$ cat src/rtl/csf_pkg.sv
package csf_pkg;

   typedef enum logic {
      CSF_DIR_IN  = 1'b0,
      CSF_DIR_OUT = 1'b1
   } csf_dir_e;

   typedef struct packed {
      logic unf;
      logic ovf;
   } csf_err_t;

endpackage

$ cat src/rtl/csf_store.sv
module csf_store #(
   parameter int DW    = 24,
   parameter int DEPTH = 32,
   parameter int AW    = 5,
   parameter int LW    = 6
) (
   input  logic          clk,
   input  logic          rst_n,
   input  logic          flush,
   input  logic          wr_valid,
   input  logic [DW-1:0] wr_data,
   output logic          wr_ready,
   input  logic          rd_ready,
   output logic          rd_valid,
   output logic [DW-1:0] rd_data,
   output logic [LW-1:0] level,
   output logic          ovf_evt,
   output logic          unf_evt
);

   localparam logic [LW-1:0] FULL_L = LW'(DEPTH);

   logic [AW-1:0] wptr, rptr;
   logic [LW-1:0] cnt;
   logic [DW-1:0] mem [DEPTH];
   logic          full, empty, wr_fire, rd_fire;

   assign full    = (cnt == FULL_L);
   assign empty   = (cnt == '0);
   assign wr_fire = wr_valid && !full && !flush;
   assign rd_fire = rd_ready && !empty && !flush;
   assign ovf_evt = wr_valid && full && !flush;
   assign unf_evt = rd_ready && empty && !flush;

   assign wr_ready = !full;
   assign rd_valid = !empty;
   assign rd_data  = empty ? '0 : mem[rptr];
   assign level    = cnt;

   always_ff @(posedge clk or negedge rst_n) begin
      if (!rst_n) begin
         wptr <= '0;
         rptr <= '0;
         cnt  <= '0;
      end else if (flush) begin
         wptr <= '0;
         rptr <= '0;
         cnt  <= '0;
      end else begin
         if (wr_fire) wptr <= wptr + 1'b1;
         if (rd_fire) rptr <= rptr + 1'b1;
         case ({wr_fire, rd_fire})
            2'b10:   cnt <= cnt + 1'b1;
            2'b01:   cnt <= cnt - 1'b1;
            default: cnt <= cnt;
         endcase
      end
   end

   always_ff @(posedge clk) begin
      if (wr_fire) mem[wptr] <= wr_data;
   end

   assert_level_bound_R2: assert property (@(posedge clk) disable iff (!rst_n)
      level <= FULL_L);

   assert_full_blocks_R2: assert property (@(posedge clk) disable iff (!rst_n)
      (level == FULL_L) |-> !wr_ready);

   assert_no_overflow_R7: assert property (@(posedge clk) disable iff (!rst_n)
      (wr_valid && !wr_ready && !rd_ready && !flush) |=> (level == $past(level)));

   assert_underflow_hold_R8: assert property (@(posedge clk) disable iff (!rst_n)
      (rd_ready && !rd_valid && !wr_valid && !flush) |=> (level == '0));

   assert_empty_zero_R8: assert property (@(posedge clk) disable iff (!rst_n)
      !rd_valid |-> (rd_data == '0));

   assert_flush_empty_R11: assert property (@(posedge clk) disable iff (!rst_n)
      flush |=> (level == '0));

endmodule

$ cat src/rtl/csf_thresh.sv
module csf_thresh
   import csf_pkg::*;
#(
   parameter int       DEPTH   = 32,
   parameter int       TMAX    = 16,
   parameter int       TW      = 5,
   parameter int       LW      = 6,
   parameter int       THR_RST = 8,
   parameter csf_dir_e DIR     = CSF_DIR_OUT
) (
   input  logic          clk,
   input  logic          rst_n,
   input  logic          cfg_wr,
   input  logic [TW-1:0] cfg_thr,
   input  logic          cfg_irq_en,
   input  logic [LW-1:0] level,
   output logic [TW-1:0] thr_q,
   output logic          irq_en,
   output logic          fill_ge,
   output logic          space_ge,
   output logic          req
);

   localparam logic [TW-1:0] TMAX_T = TW'(TMAX);
   localparam logic [TW-1:0] TRST_T = TW'(THR_RST);
   localparam logic [LW-1:0] FULL_L = LW'(DEPTH);

   logic [TW-1:0] thr_clamped;
   logic [LW-1:0] space, thr_l;

   always_comb begin
      if (cfg_thr == '0)         thr_clamped = TW'(1);
      else if (cfg_thr > TMAX_T) thr_clamped = TMAX_T;
      else                       thr_clamped = cfg_thr;
   end

   always_ff @(posedge clk or negedge rst_n) begin
      if (!rst_n) begin
         thr_q  <= TRST_T;
         irq_en <= 1'b0;
      end else if (cfg_wr) begin
         thr_q  <= thr_clamped;
         irq_en <= cfg_irq_en;
      end
   end

   assign thr_l    = LW'(thr_q);
   assign space    = FULL_L - level;
   assign fill_ge  = (level >= thr_l);
   assign space_ge = (space >= thr_l);

   generate
      if (DIR == CSF_DIR_OUT) begin : g_out
         assign req = fill_ge;
      end else begin : g_in
         assign req = space_ge;
      end
   endgenerate

   assert_thr_range_R3: assert property (@(posedge clk) disable iff (!rst_n)
      (thr_q >= TW'(1)) && (thr_q <= TMAX_T));

   assert_clamp_low_R3: assert property (@(posedge clk) disable iff (!rst_n)
      (cfg_wr && cfg_thr == '0) |=> (thr_q == TW'(1)));

   assert_clamp_high_R3: assert property (@(posedge clk) disable iff (!rst_n)
      (cfg_wr && cfg_thr > TMAX_T) |=> (thr_q == TMAX_T));

endmodule

$ cat src/rtl/csf_errflags.sv
module csf_errflags
   import csf_pkg::*;
(
   input  logic       clk,
   input  logic       rst_n,
   input  logic       ovf_evt,
   input  logic       unf_evt,
   input  logic       clr_wr,
   input  logic [1:0] clr,
   output csf_err_t   flags
);

   always_ff @(posedge clk or negedge rst_n) begin
      if (!rst_n) begin
         flags <= '0;
      end else begin
         if (ovf_evt)                flags.ovf <= 1'b1;
         else if (clr_wr && clr[0])  flags.ovf <= 1'b0;
         if (unf_evt)                flags.unf <= 1'b1;
         else if (clr_wr && clr[1])  flags.unf <= 1'b0;
      end
   end

   assert_ovf_set_R7: assert property (@(posedge clk) disable iff (!rst_n)
      ovf_evt |=> flags.ovf);

   assert_unf_set_R8: assert property (@(posedge clk) disable iff (!rst_n)
      unf_evt |=> flags.unf);

   assert_ovf_sticky_R10: assert property (@(posedge clk) disable iff (!rst_n)
      (flags.ovf && !(clr_wr && clr[0])) |=> flags.ovf);

   assert_unf_sticky_R10: assert property (@(posedge clk) disable iff (!rst_n)
      (flags.unf && !(clr_wr && clr[1])) |=> flags.unf);

endmodule

$ cat src/rtl/chan_sample_fifo.sv
module chan_sample_fifo
   import csf_pkg::*;
#(
   parameter int       DW      = 24,
   parameter int       DEPTH   = 32,
   parameter int       TMAX    = 16,
   parameter int       THR_RST = 8,
   parameter csf_dir_e DIR     = CSF_DIR_OUT,
   localparam int      AW      = $clog2(DEPTH),
   localparam int      LW      = AW + 1,
   localparam int      TW      = $clog2(TMAX + 1)
) (
   input  logic          clk,
   input  logic          rst_n,
   input  logic          flush,
   input  logic          wr_valid,
   input  logic [DW-1:0] wr_data,
   output logic          wr_ready,
   input  logic          rd_ready,
   output logic          rd_valid,
   output logic [DW-1:0] rd_data,
   input  logic          cfg_wr,
   input  logic [TW-1:0] cfg_thr,
   input  logic          cfg_irq_en,
   input  logic          err_clr_wr,
   input  logic [1:0]    err_clr,
   output logic [LW-1:0] level,
   output logic [TW-1:0] thr_q,
   output logic          err_ovf,
   output logic          err_unf,
   output logic          fill_ge_thr,
   output logic          space_ge_thr,
   output logic          dma_req,
   output logic          irq,
   output logic          err_irq
);

   generate
      if ((1 << AW) != DEPTH) begin : g_bad_depth
         $error("DEPTH must be a power of two");
      end
      if (TMAX < 1 || TMAX > DEPTH) begin : g_bad_tmax
         $error("TMAX must lie in 1..DEPTH");
      end
      if (THR_RST < 1 || THR_RST > TMAX) begin : g_bad_trst
         $error("THR_RST must lie in 1..TMAX");
      end
      if (TW >= LW + 1) begin : g_bad_tw
         $error("threshold field wider than level field");
      end
   endgenerate

   logic     ovf_evt, unf_evt, irq_en;
   csf_err_t flags;

   csf_store #(.DW(DW), .DEPTH(DEPTH), .AW(AW), .LW(LW)) u_store (
      .clk      (clk),
      .rst_n    (rst_n),
      .flush    (flush),
      .wr_valid (wr_valid),
      .wr_data  (wr_data),
      .wr_ready (wr_ready),
      .rd_ready (rd_ready),
      .rd_valid (rd_valid),
      .rd_data  (rd_data),
      .level    (level),
      .ovf_evt  (ovf_evt),
      .unf_evt  (unf_evt)
   );

   csf_thresh #(.DEPTH(DEPTH), .TMAX(TMAX), .TW(TW), .LW(LW),
                .THR_RST(THR_RST), .DIR(DIR)) u_thresh (
      .clk        (clk),
      .rst_n      (rst_n),
      .cfg_wr     (cfg_wr),
      .cfg_thr    (cfg_thr),
      .cfg_irq_en (cfg_irq_en),
      .level      (level),
      .thr_q      (thr_q),
      .irq_en     (irq_en),
      .fill_ge    (fill_ge_thr),
      .space_ge   (space_ge_thr),
      .req        (dma_req)
   );

   csf_errflags u_err (
      .clk    (clk),
      .rst_n  (rst_n),
      .ovf_evt(ovf_evt),
      .unf_evt(unf_evt),
      .clr_wr (err_clr_wr),
      .clr    (err_clr),
      .flags  (flags)
   );

   assign err_ovf = flags.ovf;
   assign err_unf = flags.unf;
   assign err_irq = flags.ovf | flags.unf;
   assign irq     = irq_en & dma_req;

   assert_irq_gate_R6: assert property (@(posedge clk) disable iff (!rst_n)
      irq |-> dma_req);

   assert_err_irq_R9: assert property (@(posedge clk) disable iff (!rst_n)
      (err_ovf || err_unf) |-> err_irq);

endmodule

$ cat config.mk
export PLATFORM = sky130hd
export DESIGN_NAME = chan_sample_fifo
export DESIGN_NICKNAME = d
export VERILOG_FILES = /design/src/rtl/csf_pkg.sv /design/src/rtl/csf_store.sv /design/src/rtl/csf_thresh.sv /design/src/rtl/csf_errflags.sv /design/src/rtl/chan_sample_fifo.sv
export SDC_FILE = /design/constraint.sdc
export NUM_CORES = 1
export LEC_CHECK = 0
export BUFFER_PORTS_ARGS = -buffer_cell sky130_fd_sc_hd__buf_4
export CORE_ASPECT_RATIO = 2
export CORE_UTILIZATION = 37
export DETAILED_ROUTE_END_ITERATION = 12
export MAX_ROUTING_LAYER = met4
export PLACE_DENSITY = 0.54
export SLEW_MARGIN = 40
export SYNTH_ARGS = -nofsm -noshare
export SYNTH_HDL_FRONTEND = slang
export SYNTH_HIERARCHICAL = 1
export SYNTH_SLANG_ARGS = --single-unit
$ cat constraint.sdc
create_clock -name clk -period 8.8 [get_ports clk]
set_input_delay 1.32 -clock clk [delete_from_list [all_inputs] [get_ports clk]]
set_output_delay 1.32 -clock clk [all_outputs]
set_load 0.05 [all_outputs]
### Word-level counts from Yosys, hierarchy flattened

Memory sizes are Yosys's and may differ from the RTL's.
Cells that the tools add are included.

| storage, ports and cells | value |
|---|---|
| bits in registers | 24 |
| RAM bits | 768 |
| bits of input ports | 39 |
| output and inout port bits | 44 |
| word-level logic and storage cells | 56 |
| memories | 1 |

Memories:

| memory | depth | width | rd ports | clocked after memory_dff | wr ports | RTL line | text |
|---|---|---|---|---|---|---|---|
| u_store.mem | 32 | 24 | 1 | 0 | 1 | csf_store.sv:25 | `logic [DW-1:0] mem [DEPTH];` |

| cells by class | value |
|---|---|
| $add $sub $neg | 5 |
| magnitude comparators | 3 |
| equality and inequality tests | 3 |
| multiplexer cells | 15 |
| bitwise gates (word level) | 2 |
| reduce and logical (&&, ||, !) cells | 20 |

Operator list:

| operator | count |
|---|---|
| $mux 5 | 6 |
| $mux 24 | 1 |
| $ge 6x5->1 | 2 |
| $pmux 6 s2 | 1 |
| $add 5x1->5 const B | 2 |
| $logic_and 1x1->1 | 10 |
| $reduce_bool 2->1 | 4 |
| $add 6x1->6 const B | 1 |
| $eq 6x6->1 const B | 1 |
| $logic_not 6->1 | 1 |
| $mux 1 | 6 |
| $mux 6 | 1 |
| $sub 6x1->6 const B | 1 |
| $sub 6x6->6 const A | 1 |
| $gt 5x5->1 const B | 1 |
| $logic_not 5->1 | 1 |
| $logic_not 1->1 | 3 |
| $reduce_bool 3->1 | 1 |
| $eq 2x1->1 const B | 1 |
| $eq 2x2->1 const B | 1 |
| $and 1x1->1 | 1 |
| $or 1x1->1 | 1 |

### Longest topological paths before layout

Gate-level depths: netlist (run 1).

| depth | value |
|---|---|
| depth in word-level cells | 7 |
| mapped depth | 11 |
| gate-level depth less buffers | 9 |

### By module

Netlist (run 1), hierarchy kept.

Modules (own cells, without submodules):

| module | instances | cells each | area each (um^2) | seq. area each (um^2) |
|---|---|---|---|---|
| csf_store | 1 | 1287 | 30365.4 | 23462.5 |
| csf_thresh | 1 | 58 | 523.0 | 151.4 |
| csf_errflags | 1 | 6 | 72.6 | 50.0 |
| chan_sample_fifo | 1 | 2 | 12.5 | 0.0 |

### Least setup slack after synthesis (run 1)

OpenSTA, ideal clock, no wires.

| timing | value |
|---|---|
| kind | reg-to-output |
| start | reg u_store.cnt[0] (netlist: u_store/level[0]) |
| end | out irq |
| arrival time | 2.458 ns |
| data required time | 7.480 ns |
| slack | 5.022 ns |
| cell stages (with the launch flop) | 9 |
| buffers on the path | 1 |
| path through | dfrtp_1 -> inv_1 -> ha_1 -> nor2b_1 -> o21ai_0 -> nand3_1 -> nand2_1 -> buf_4 -> and2_1 |

| on the way | value |
|---|---|
| word-level cells in the longest chain between the ends | 2 |

RTL lines:

| item | RTL line | text |
|---|---|---|
| start, declared | csf_store.sv:24 | `logic [LW-1:0] cnt;` |
| start signal, assigned | csf_store.sv:53 | `2'b10: cnt <= cnt + 1'b1;` |
| start signal, assigned | csf_store.sv:54 | `2'b01: cnt <= cnt - 1'b1;` |
| start signal, assigned | csf_store.sv:55 | `default: cnt <= cnt;` |
| $ge 6x5->1 | csf_thresh.sv:49 | `assign fill_ge = (level >= thr_l);` |
| via fill_ge_thr | chan_sample_fifo.sv:31 | `output logic fill_ge_thr,` |
| $and 1x1->1 | chan_sample_fifo.sv:99 | `assign irq = irq_en & dma_req;` |
| end, declared | chan_sample_fifo.sv:34 | `output logic irq,` |

The timed path passes the listed nets, and every way through them passes these cells.

### Worst setup path after layout (run 1)

| timing | value |
|---|---|
| start | reg u_store.rptr[1] |
| end | out rd_data[11] |

| on the way | value |
|---|---|
| word-level cells in the longest chain between the ends | 2 |

RTL lines:

| item | RTL line | text |
|---|---|---|
| start, declared | csf_store.sv:23 | `logic [AW-1:0] wptr, rptr;` |
| start signal, assigned | csf_store.sv:51 | `if (rd_fire) rptr <= rptr + 1'b1;` |
| $mem_v2 32x24 | - |  |
| $mux 24 | csf_store.sv:37 | `assign rd_data = empty ? '0 : mem[rptr];` |
| end, declared | chan_sample_fifo.sv:21 | `output logic [DW-1:0] rd_data,` |

No other way between the ends.

==> results of run 1 <==
sequential cells by signal (all words and copies together), names as in the netlist:
signal / count
u_store/level: 6
u_err/flags: 2
u_thresh/irq_en: 1
u_store/wptr: 5
u_store/mem: 768
u_store/rptr: 5
u_thresh/thr_q: 5
logic make-up (layout without fill, tap and decap cells):
kind of cell / count (synthesis) / count (layout) / synth area share, %
XOR/XNOR: 17 / 17 / 0.541
buffers and inverters: 83 / 258 / 1.12
multiplexers: 267 / 267 / 18.3
flip-flops: 792 / 792 / 76.4
adder cells (fa/ha/maj): 18 / 18 / 0.727
other: 0 / 2 / 0
AND/OR/NAND/NOR: 146 / 146 / 2.27
AO/OA/AOI/OAI: 30 / 30 / 0.614
stage by stage:
step                instances  area [um^2]  power (uW)
floorplan                1353        31000        6070
global placement         2459        33200        6730
detailed placement       2464        33300        6790
CTS                      2585        35300        9620
global route             2587        35300        9850
finish                   2587        35300        9480
cell usage in the layout, fill, tap and decap left out, drive strengths merged, types with 5 or more instances in the layout:
cell and count:
clkbuf 78, nand3 5, xor2 10, dfrtp 23
ha 18, inv 15, buf 127, mux4 240
o21ai 9, nand3b 6, edfxtp 768, mux2i 25
xnor2 7, clkinv 33, nor2 75, a21oi 7
nand2 23, nor3 8
metal layers:
metal | wire [um] | track usage, % | part of all wire (%) | up-vias
met2 | 43500 | 34.9 | 55 | 371
li1 | - | - | - | 5942
met5 | 0 | - | 0 | -
met3 | 3550 | 2.90 | 4.5 | 92
met4 | 1540 | 4.89 | 2.0 | 0
met1 | 30000 | 23.8 | 38 | 8000
power groups by stage:
stage / Sequential, uW / Clock, uW / Combinational (uW)
finish: 4290 / 2840 / 2350
floorplan: 4360 / 0 / 1720
detailed placement: 4380 / 0 / 2410
CTS: 4290 / 2910 / 2410
global route: 4300 / 3030 / 2520
global placement: 4400 / 0 / 2330
path summary, 6_finish.rpt:
kind / to / slack (ns) / cells past startpoint
hold / removal: u_err/flags[1] / 0.52 / 1
setup reg to reg: u_store/level[4] / 5.28 / 8
min in group asynchronous: u_store/level[4] / 0.60 / 1
hold reg to reg: u_err/flags[1] / 0.52 / 1
max in group asynchronous: u_thresh/thr_q[3] / 7.91 / 1
setup / recovery: rd_data[11] / 3.27 / 7
layout make-up:
cell class                 count  area [um^2]  share of cell area, %
tap                         1057         1320                   3.74
sequential                   792        23700                   67.0
clock inverter                43          279                  0.789
antenna                        2         5.00                 0.0142
multi-input combinational    478         7210                   20.4
timing repair buffer         127         1080                   3.05
clock buffer                  78         1740                   4.92
inverter                      10         37.5                  0.106
==> impl_metrics.toml, run 1 <==
[run_status]
status = "complete, but fails checks"
violations = "design-rule violations"

[placement]
place_congestion = 0.731
port_buffers = 82
place_ws_ns = 3.79
dpl.hpwl_mm = 40.2

[sta]
whs_ns = 0.517
worst_slew_pin_slew_ns = 0.825
layout_setup_ws_ns = 3.27
fmax_mhz = 181
finClkSkew_ns = 0.0239
rsz0062_at_grt = "false"
hold_viol = 0
post-route-period-util_pct = 62.9
final.setup.tns_ns = 0
min_period_ns = 5.53
slew_headroom_pct = 44.9
slew_violations = 0
setup-violations-final = 0

[worst_setup_path]
worstPathMaxFanout = 89
critical_path_required_ns = 7.48
crit_family = "multiplexers"
critPathMostFrequentCell = "mux4_2"
crit_chain = "buf_12 > buf_16 > mux4_2 > mux4_2 > mux2i_1 > nor2_1 > buf_4"
worst_setup_path_start_kind = "register"
crit_buf_inv = 3
reg2reg_from = "u_store/level[1]"
setup.worst_path.start = "u_store/rptr[1]"
critical_path.endpoint_type = "primary output"
cp.arrival_ns = 4.21
path_class = "register to primary output"
cpPeakStageDelay_ns = 0.91
crit_path_top_delay_cell = "dfrtp_4"

[global_routing]
grt_pass1_vias = 15346
grtUsageTotal_pct = 19.9
antenna_found_initial = 2
overflow = 0
grt_pass1_wl_mm = 113
grt_max_degree = 90

[cts]
cts_tree = "yes"
clk_pin_slew_ns = 0.06
cts_resized = 0
clock_latency_ns = 0.63
clockRootBuffer = "clkbuf_16"
cts_htree_levels = 3
clock-sinks = 792
cts_buffer_depth = 3
cts-buffers-inserted = 68
cts_setup_buffers = 0
ctsHoldBuffers = 0

[yosys]
syn_avg_cell_area_um2 = 22.9
synth_nets = 1410
synth_seq_cells = 792
synth_top_area_share_pct = 74.5
async_reset_ff_share_pct = 3.03
synth_area_leaders = "edfxtp_1, mux4_2, dfrtp_1"
synth_warnings = 6
yosysSeqAreaShare_pct = 76.4
synth_ff_type = "edfxtp_1"
yosysMostFrequentCell = "edfxtp_1"
synthTopCellsByCount = "edfxtp_1, mux4_2, nor2_1"
synth-edff-count = 768
netlist_area_um2 = 31000
syn_inst = 1353
synthDistinctLibCells = 49
synth_top_cell_by_area = "edfxtp_1"

[power_and_ir_drop]
p_switching_uw = 2810
p_clk_share_pct = 29.9
switching_share_pct = 29.6
p_int_uw = 6680
max-vdd-ir-drop_mv = 0.158
power_density_nw_per_um2 = 268
comb_power_share_pct = 24.8
power.share.sequential_pct = 45.2
power_leakage_uw = 0.0107

[die]
die_area_um2 = 84900
die_w_um = 207
initial_utilization_pct = 37.5
row_count = 149
ios = 83
die_h_um = 411
core_um2 = 82600

[route]
dr.pass1.iters = 10
vias = 14405
wl_mm = 78.6
drc = 1
wl_per_cell_um = 30.4
viasPerCell = 5.57
final_antenna_net_count = 0
first_iter_violations = 1395

[hold_path]
hp-class = "register to register"
min-delay-start = "u_err/flags[1]"

[final_layout]
fillCellCount = 7003
fin_util_pct = 42.8
area_growth_syn_to_layout_pct = 14.1
final_nets = 1534
drive_gt1_share_pct = 33.3

[job]
drv_cap = 0
No activity file was read; power rests on OpenSTA's default activity.
==> run 2: changes to the inputs <==
--- a/config.mk
+++ b/config.mk
@@ -10,7 +10,7 @@
 export CORE_UTILIZATION = 37
 export DETAILED_ROUTE_END_ITERATION = 12
 export MAX_ROUTING_LAYER = met4
-export PLACE_DENSITY = 0.54
+export PLACE_DENSITY = 0.56
 export SLEW_MARGIN = 40
 export SYNTH_ARGS = -nofsm -noshare
 export SYNTH_HDL_FRONTEND = slang
==> constraint.sdc (replaced) <==
create_clock -name clk -period 4.7 [get_ports clk]
set_input_delay 0.705 -clock clk [delete_from_list [all_inputs] [get_ports clk]]
set_output_delay 0.705 -clock clk [all_outputs]
set_load 0.05 [all_outputs]
==> run 2 against run 1 <==
Effect of this change:
- the run still ends with design-rule violations left
- via count is 0.47% higher
- flip-flop and latch count stayed put
- register-to-register slack worse by 4.1 ns
- first-iteration DRC count is 19% lower
- final area is 1.4% higher
- critical path type unchanged
- highest routed layer unchanged
==> impl_metrics.toml, run 2 (synthesized netlist as in run 1, its figures left out) <==
[final_layout]
drive_gt1_share_pct = 34.3
area_growth_syn_to_layout_pct = 15.7
fillCellCount = 6913
final_cell_mix = "edfxtp_1, mux4_2, buf_4, clkbuf_16, nor2_1"
reg.largest.list = "u_store/mem (768), u_store/level (6)"
final_nets = 1557
layout_commonest_cell = "edfxtp_1"
final_area_um2 = 35800
largest_register_ffs = 768
regMostFlops = "u_store/mem"

[cts]
clock-sinks = 792
cts_resized = 0
clock_latency_ns = 0.63
cts_tree = "yes"
clk_pin_slew_ns = 0.07
cts_htree_levels = 3
cts_buffer_depth = 3
cts-buffers-inserted = 67
clockRootBuffer = "clkbuf_16"

[worst_setup_path]
worstPathMaxFanout = 25
crit_chain = "buf_4 > buf_4 > mux4_2 > mux4_2 > mux2i_1 > nor2_1 > buf_4"
cpPeakStageDelay_ns = 0.76
worst_setup_path_start_kind = "register"
r2r_setup_slack_ns = 1.22
critical_path.endpoint_type = "primary output"
crit_path_top_delay_cell = "dfrtp_4"
path_class = "register to primary output"
cp.arrival_ns = 3.52
ff2ff_path_depth = 6
critPathMostFrequentCell = "buf_4"
r2r-end = "u_store/mem[10][23]"
critical_path_required_ns = 3.99
reg2reg_from = "u_store/level[0]"

[placement]
place_congestion = 0.748
place_ws_ns = 1.06
port_buffers = 82
dpl.hpwl_mm = 46.3
postPlaceCellArea_um2 = 33600

[global_routing]
grt_pass1_wl_mm = 111
overflow = 0
grt_max_degree = 42
grt_pass1_vias = 15382
grtUsageTotal_pct = 19.5
antenna_found_initial = 2

[die]
core_um2 = 82600
initial_utilization_pct = 37.5
die_h_um = 411
ios = 83
die_w_um = 207
die_area_um2 = 84900
row_count = 149

[hold_path]
hold_depth = 2
whs_endpoint = "u_thresh/thr_q[3]"
min-delay-start = "cfg_wr"
hp-class = "input pin to register"

[sta]
rsz0062_at_grt = "false"
worst_slew_pin_slew_ns = 0.906
min_period_ns = 4.23
layout_setup_ws_ns = 0.472
final.setup.tns_ns = 0
slew_headroom_pct = 39.5
fmax_mhz = 237
setup-violations-final = 0
post-route-period-util_pct = 90.0
finClkSkew_ns = 0.0124
slew_violations = 0
hold_viol = 0

[route]
final_antenna_net_count = 0
vias = 14472
wl_mm = 77.4
wl_per_cell_um = 29.6
viasPerCell = 5.54
drc = 3
dr.pass1.iters = 9
first_iter_violations = 1132

[job]
drv_cap = 0

[run_status]
status = "complete, but fails checks"
violations = "design-rule violations"

[power_and_ir_drop]
power_leakage_uw = 0.0110
power_density_nw_per_um2 = 510
max-vdd-ir-drop_mv = 0.300
==> run 2: critical path: cells and delay by family (launching register included) <==
family / cells / cell delay (ns)
mux: 3 / 1.22
simple gates: 1 / 0.08
flops: 1 / 0.76
buf+inv: 3 / 0.80
==> run 2: how the worst max path moves through the flow <==
| stage | end | slack (ns) | startpoint |
|---|---|---|---|
| floorplan | u_store/mem[29][0] | 1.52 | u_store/level[0] |
| global placement | rd_data[5] | 1.06 | u_store/rptr[0] |
| detailed placement | rd_data[4] | 1.06 | u_store/rptr[0] |
| CTS | rd_data[4] | 0.36 | u_store/rptr[0] |
| global route | rd_data[4] | 0.25 | u_store/rptr[0] |
| finish | rd_data[4] | 0.47 | u_store/rptr[0] |
==> run 2: power breakdown <==
part           switching [uW]  internal, uW  leakage [uW]
registers                 196          7840       0.00722
logic                    2530          1920       0.00265
clock network            2520          3260       0.00109
==> run 2: per-layer routing <==
| layer | routed length (um) | up-vias | track usage, % |
|---|---|---|---|
| met2 | 42400 | 415 | 33.9 |
| met3 | 3850 | 117 | 3.22 |
| met4 | 2480 | 0 | 6.91 |
| met1 | 28700 | 7939 | 22.4 |
| met5 | 0 | - | - |
| li1 | - | 6001 | - |
==> run 2: through the flow <==
stage	power, uW	hold WS (ns)	std cells	utilization, %
2_1_floorplan	11400	0.409	1353	-
3_3_place_gp	12700	0.482	2484	40.6
5_1_grt	18900	0.300	2612	43.4
3_5_place_dp	12700	0.506	2487	40.6
6_report	18300	0.313	2612	43.4
4_1_cts	18500	0.266	2610	43.4
==> run 2: layout make-up <==
class                           count  area (um^2)  area share, %
Sequential cell                   792        23700           66.1
Multi-Input combinational cell    478         7210           20.1
Clock buffer                       83         1780           4.97
Timing Repair Buffer              151         1330           3.72
Tap cell                         1057         1320           3.69
Clock inverter                     39          465           1.30
Inverter                           10         37.5          0.105
Antenna cell                        2         5.00         0.0140
==> run 2: what timing repair did <==
action | in CTS | in global routing
setup buffers | 0 | 0
endpoints found under the setup margin | 0 | 0
hold endpoints to repair | 23 | 0
hold buffers | 1 | 0
==> run 3: changes to the inputs <==
--- a/config.mk
+++ b/config.mk
@@ -11,6 +11,7 @@
 export DETAILED_ROUTE_END_ITERATION = 12
 export MAX_ROUTING_LAYER = met4
 export PLACE_DENSITY = 0.56
+export REMOVE_ABC_BUFFERS = 1
 export SLEW_MARGIN = 40
 export SYNTH_ARGS = -nofsm -noshare
 export SYNTH_HDL_FRONTEND = slang
==> run 3 against run 2 <==
Effect of this change:
- the flow still finishes with violations (design-rule violations)
- register-to-register slack gained 0.15 ns
- total power is essentially flat
- non-clock buffer count shrank 9
- sequential power is essentially flat
- critical path depth is the same
- critical endpoint is now rd_data[23]
==> impl_metrics.toml, run 3 (synthesized netlist as in run 1, its figures left out) <==
[die]
die_w_um = 207
initial_utilization_pct = 37.5
core_um2 = 82600
ios = 83
row_count = 149
die_area_um2 = 84900
die_h_um = 411

[worst_setup_path]
crit_buf_inv = 3
critical_path.endpoint_type = "primary output"
cpPeakStageDelay_ns = 0.61
path_class = "register to primary output"
crit_chain = "buf_4 > buf_4 > mux4_2 > mux4_2 > mux2i_1 > nor2_1 > buf_4"
worstPathMaxFanout = 15
cp.arrival_ns = 3.49
critical_path_required_ns = 3.99
crit_family = "multiplexers"
worst_setup_path_start_kind = "register"
crit_path_top_delay_cell = "dfrtp_4"
critPathMostFrequentCell = "buf_4"

[route]
drc = 28
viasPerCell = 5.54
vias = 14430
dr.pass1.iters = 9
final_antenna_net_count = 0
first_iter_violations = 1391
wl_mm = 76.7
wl_per_cell_um = 29.4

[job]
drv_cap = 0

[global_routing]
grtUsageTotal_pct = 19.3
grt_pass1_vias = 15152
overflow = 0
antenna_found_initial = 3
grt_max_degree = 52
grt_pass1_wl_mm = 109

[power_and_ir_drop]
switching_share_pct = 28.8
p_clk_share_pct = 31.7
max-vdd-ir-drop_mv = 0.317
power.share.sequential_pct = 43.8
comb_power_share_pct = 24.4
power_density_nw_per_um2 = 510
power_leakage_uw = 0.0109
p_switching_uw = 5270
p_int_uw = 13000

[hold_path]
hp-class = "input pin to register"

[final_layout]
area_growth_syn_to_layout_pct = 15.8
layout_commonest_cell = "edfxtp_1"
reg.largest.list = "u_store/mem (768), u_store/level (6)"
fin_cells = 2605
regMostFlops = "u_store/mem"
final_cell_mix = "edfxtp_1, mux4_2, buf_4, clkbuf_16, nor2_1"
largest_register_ffs = 768
fillCellCount = 6959
final_nets = 1549
drive_gt1_share_pct = 34.3

[sta]
min_period_ns = 4.20
setup-violations-final = 0
finClkSkew_ns = 0.0201
slew_violations = 0
post-route-period-util_pct = 89.3
slew_headroom_pct = 44.7
fmax_mhz = 238
hold_viol = 0
rsz0062_at_grt = "false"
worst_slew_pin_slew_ns = 0.829
final.setup.tns_ns = 0

[cts]
cts_buffer_depth = 3
clock_latency_ns = 0.63
cts-buffers-inserted = 68
cts_htree_levels = 3
clockRootBuffer = "clkbuf_16"
clk_pin_slew_ns = 0.07
cts_tree = "yes"
cts_resized = 0
cts_setup_buffers = 0
clock-sinks = 792

[placement]
dpl.hpwl_mm = 41.2
place_congestion = 0.749
dp.cells = 2478
port_buffers = 82

[run_status]
status = "complete, but fails checks"
violations = "design-rule violations"
run 3: cell count changes in the layout (fill, tap and decap cells not counted):
cell | previous run | this run
buf_12 | 14 | 23
a21boi_1 | 0 | 1
clkinv_2 | 7 | 6
inv_6 | 3 | 4
clkinv_1 | 15 | 8
a21boi_2 | 1 | 0
clkinvlp_4 | 2 | 7
buf_8 | 3 | 0
clkinv_4 | 0 | 1
diode_2 | 2 | 4
inv_8 | 0 | 1
buf_4 | 133 | 118
bufinv_16 | 10 | 8
clkbuf_16 | 69 | 71
run 3: layout make-up:
cell class	instances	area (um^2)	share of cell area, %
clock buffers	85	1830	5.10
well taps	1057	1320	3.69
repair buffers	142	1360	3.78
inverters	10	37.5	0.105
flip-flops and latches	792	23700	66.0
clock inverters	37	440	1.23
multi-input cells	478	7200	20.1
diodes	4	10.0	0.0279
run 3: power groups by stage:
stage / combinational [uW] / clock [uW] / sequential (uW)
after floorplan: 3070 / 0 / 8530
after global placement: 4530 / 0 / 8170
after detailed placement: 4570 / 0 / 8180
after CTS: 4580 / 5940 / 8020
after global routing: 4780 / 6150 / 8040
final: 4470 / 5800 / 8020
run 3: per-stage QoR:
step	worst slack (ns)	hold slack (ns)	area (um^2)	utilization, %	power (uW)
6_report	0.501	0.322	35900	43.4	18300
5_1_grt	0.318	0.307	35900	43.4	19000
4_1_cts	0.360	0.287	35900	43.4	18500
3_5_place_dp	1.05	0.491	33600	40.7	12800
3_3_place_gp	1.09	0.481	33600	40.7	12700
2_1_floorplan	-5.04	0.409	30700	-	11600
run 3: worst register-to-register path, delay by kind of cell, from the launching register on:
kind	cells	cell delay, ns
and+or+nand+nor	5	1.85
xor gates and xnor gates	1	0.19
adders and majority gates	1	0.25
DFF	1	0.55
AOI/OAI and AO/OA	2	0.35
run 3: timing repair:
item	CTS	global route
hold endpoints to repair	23	0
hold buffers	1	0
endpoints found under the setup margin	0	0
run 3: worst paths after layout:
kind | to | cells past startpoint | slack [ns] | startpoint
setup reg to reg | u_store/level[4] | 9 | 1.37 | u_store/level[1]
hold / removal | u_thresh/irq_en | 2 | 0.32 | cfg_irq_en
min in group asynchronous | u_thresh/thr_q[1] | 2 | 0.52 | rst_n
max in group asynchronous | u_thresh/thr_q[3] | 2 | 3.86 | rst_n
setup / recovery | rd_data[23] | 7 | 0.50 | u_store/rptr[0]
hold reg to reg | u_thresh/irq_en | 1 | 0.50 | u_thresh/irq_en
run 3: metal layers:
metal	part of all wire (%)	wire length, um	GRT usage [%]	vias to the layer above
li1	-	-	-	5987
met1	38	29400	23.3	7863
met2	54	41100	32.9	470
met3	5.4	4120	2.79	110
met4	2.7	2080	6.07	0
met5	0	0	-	-
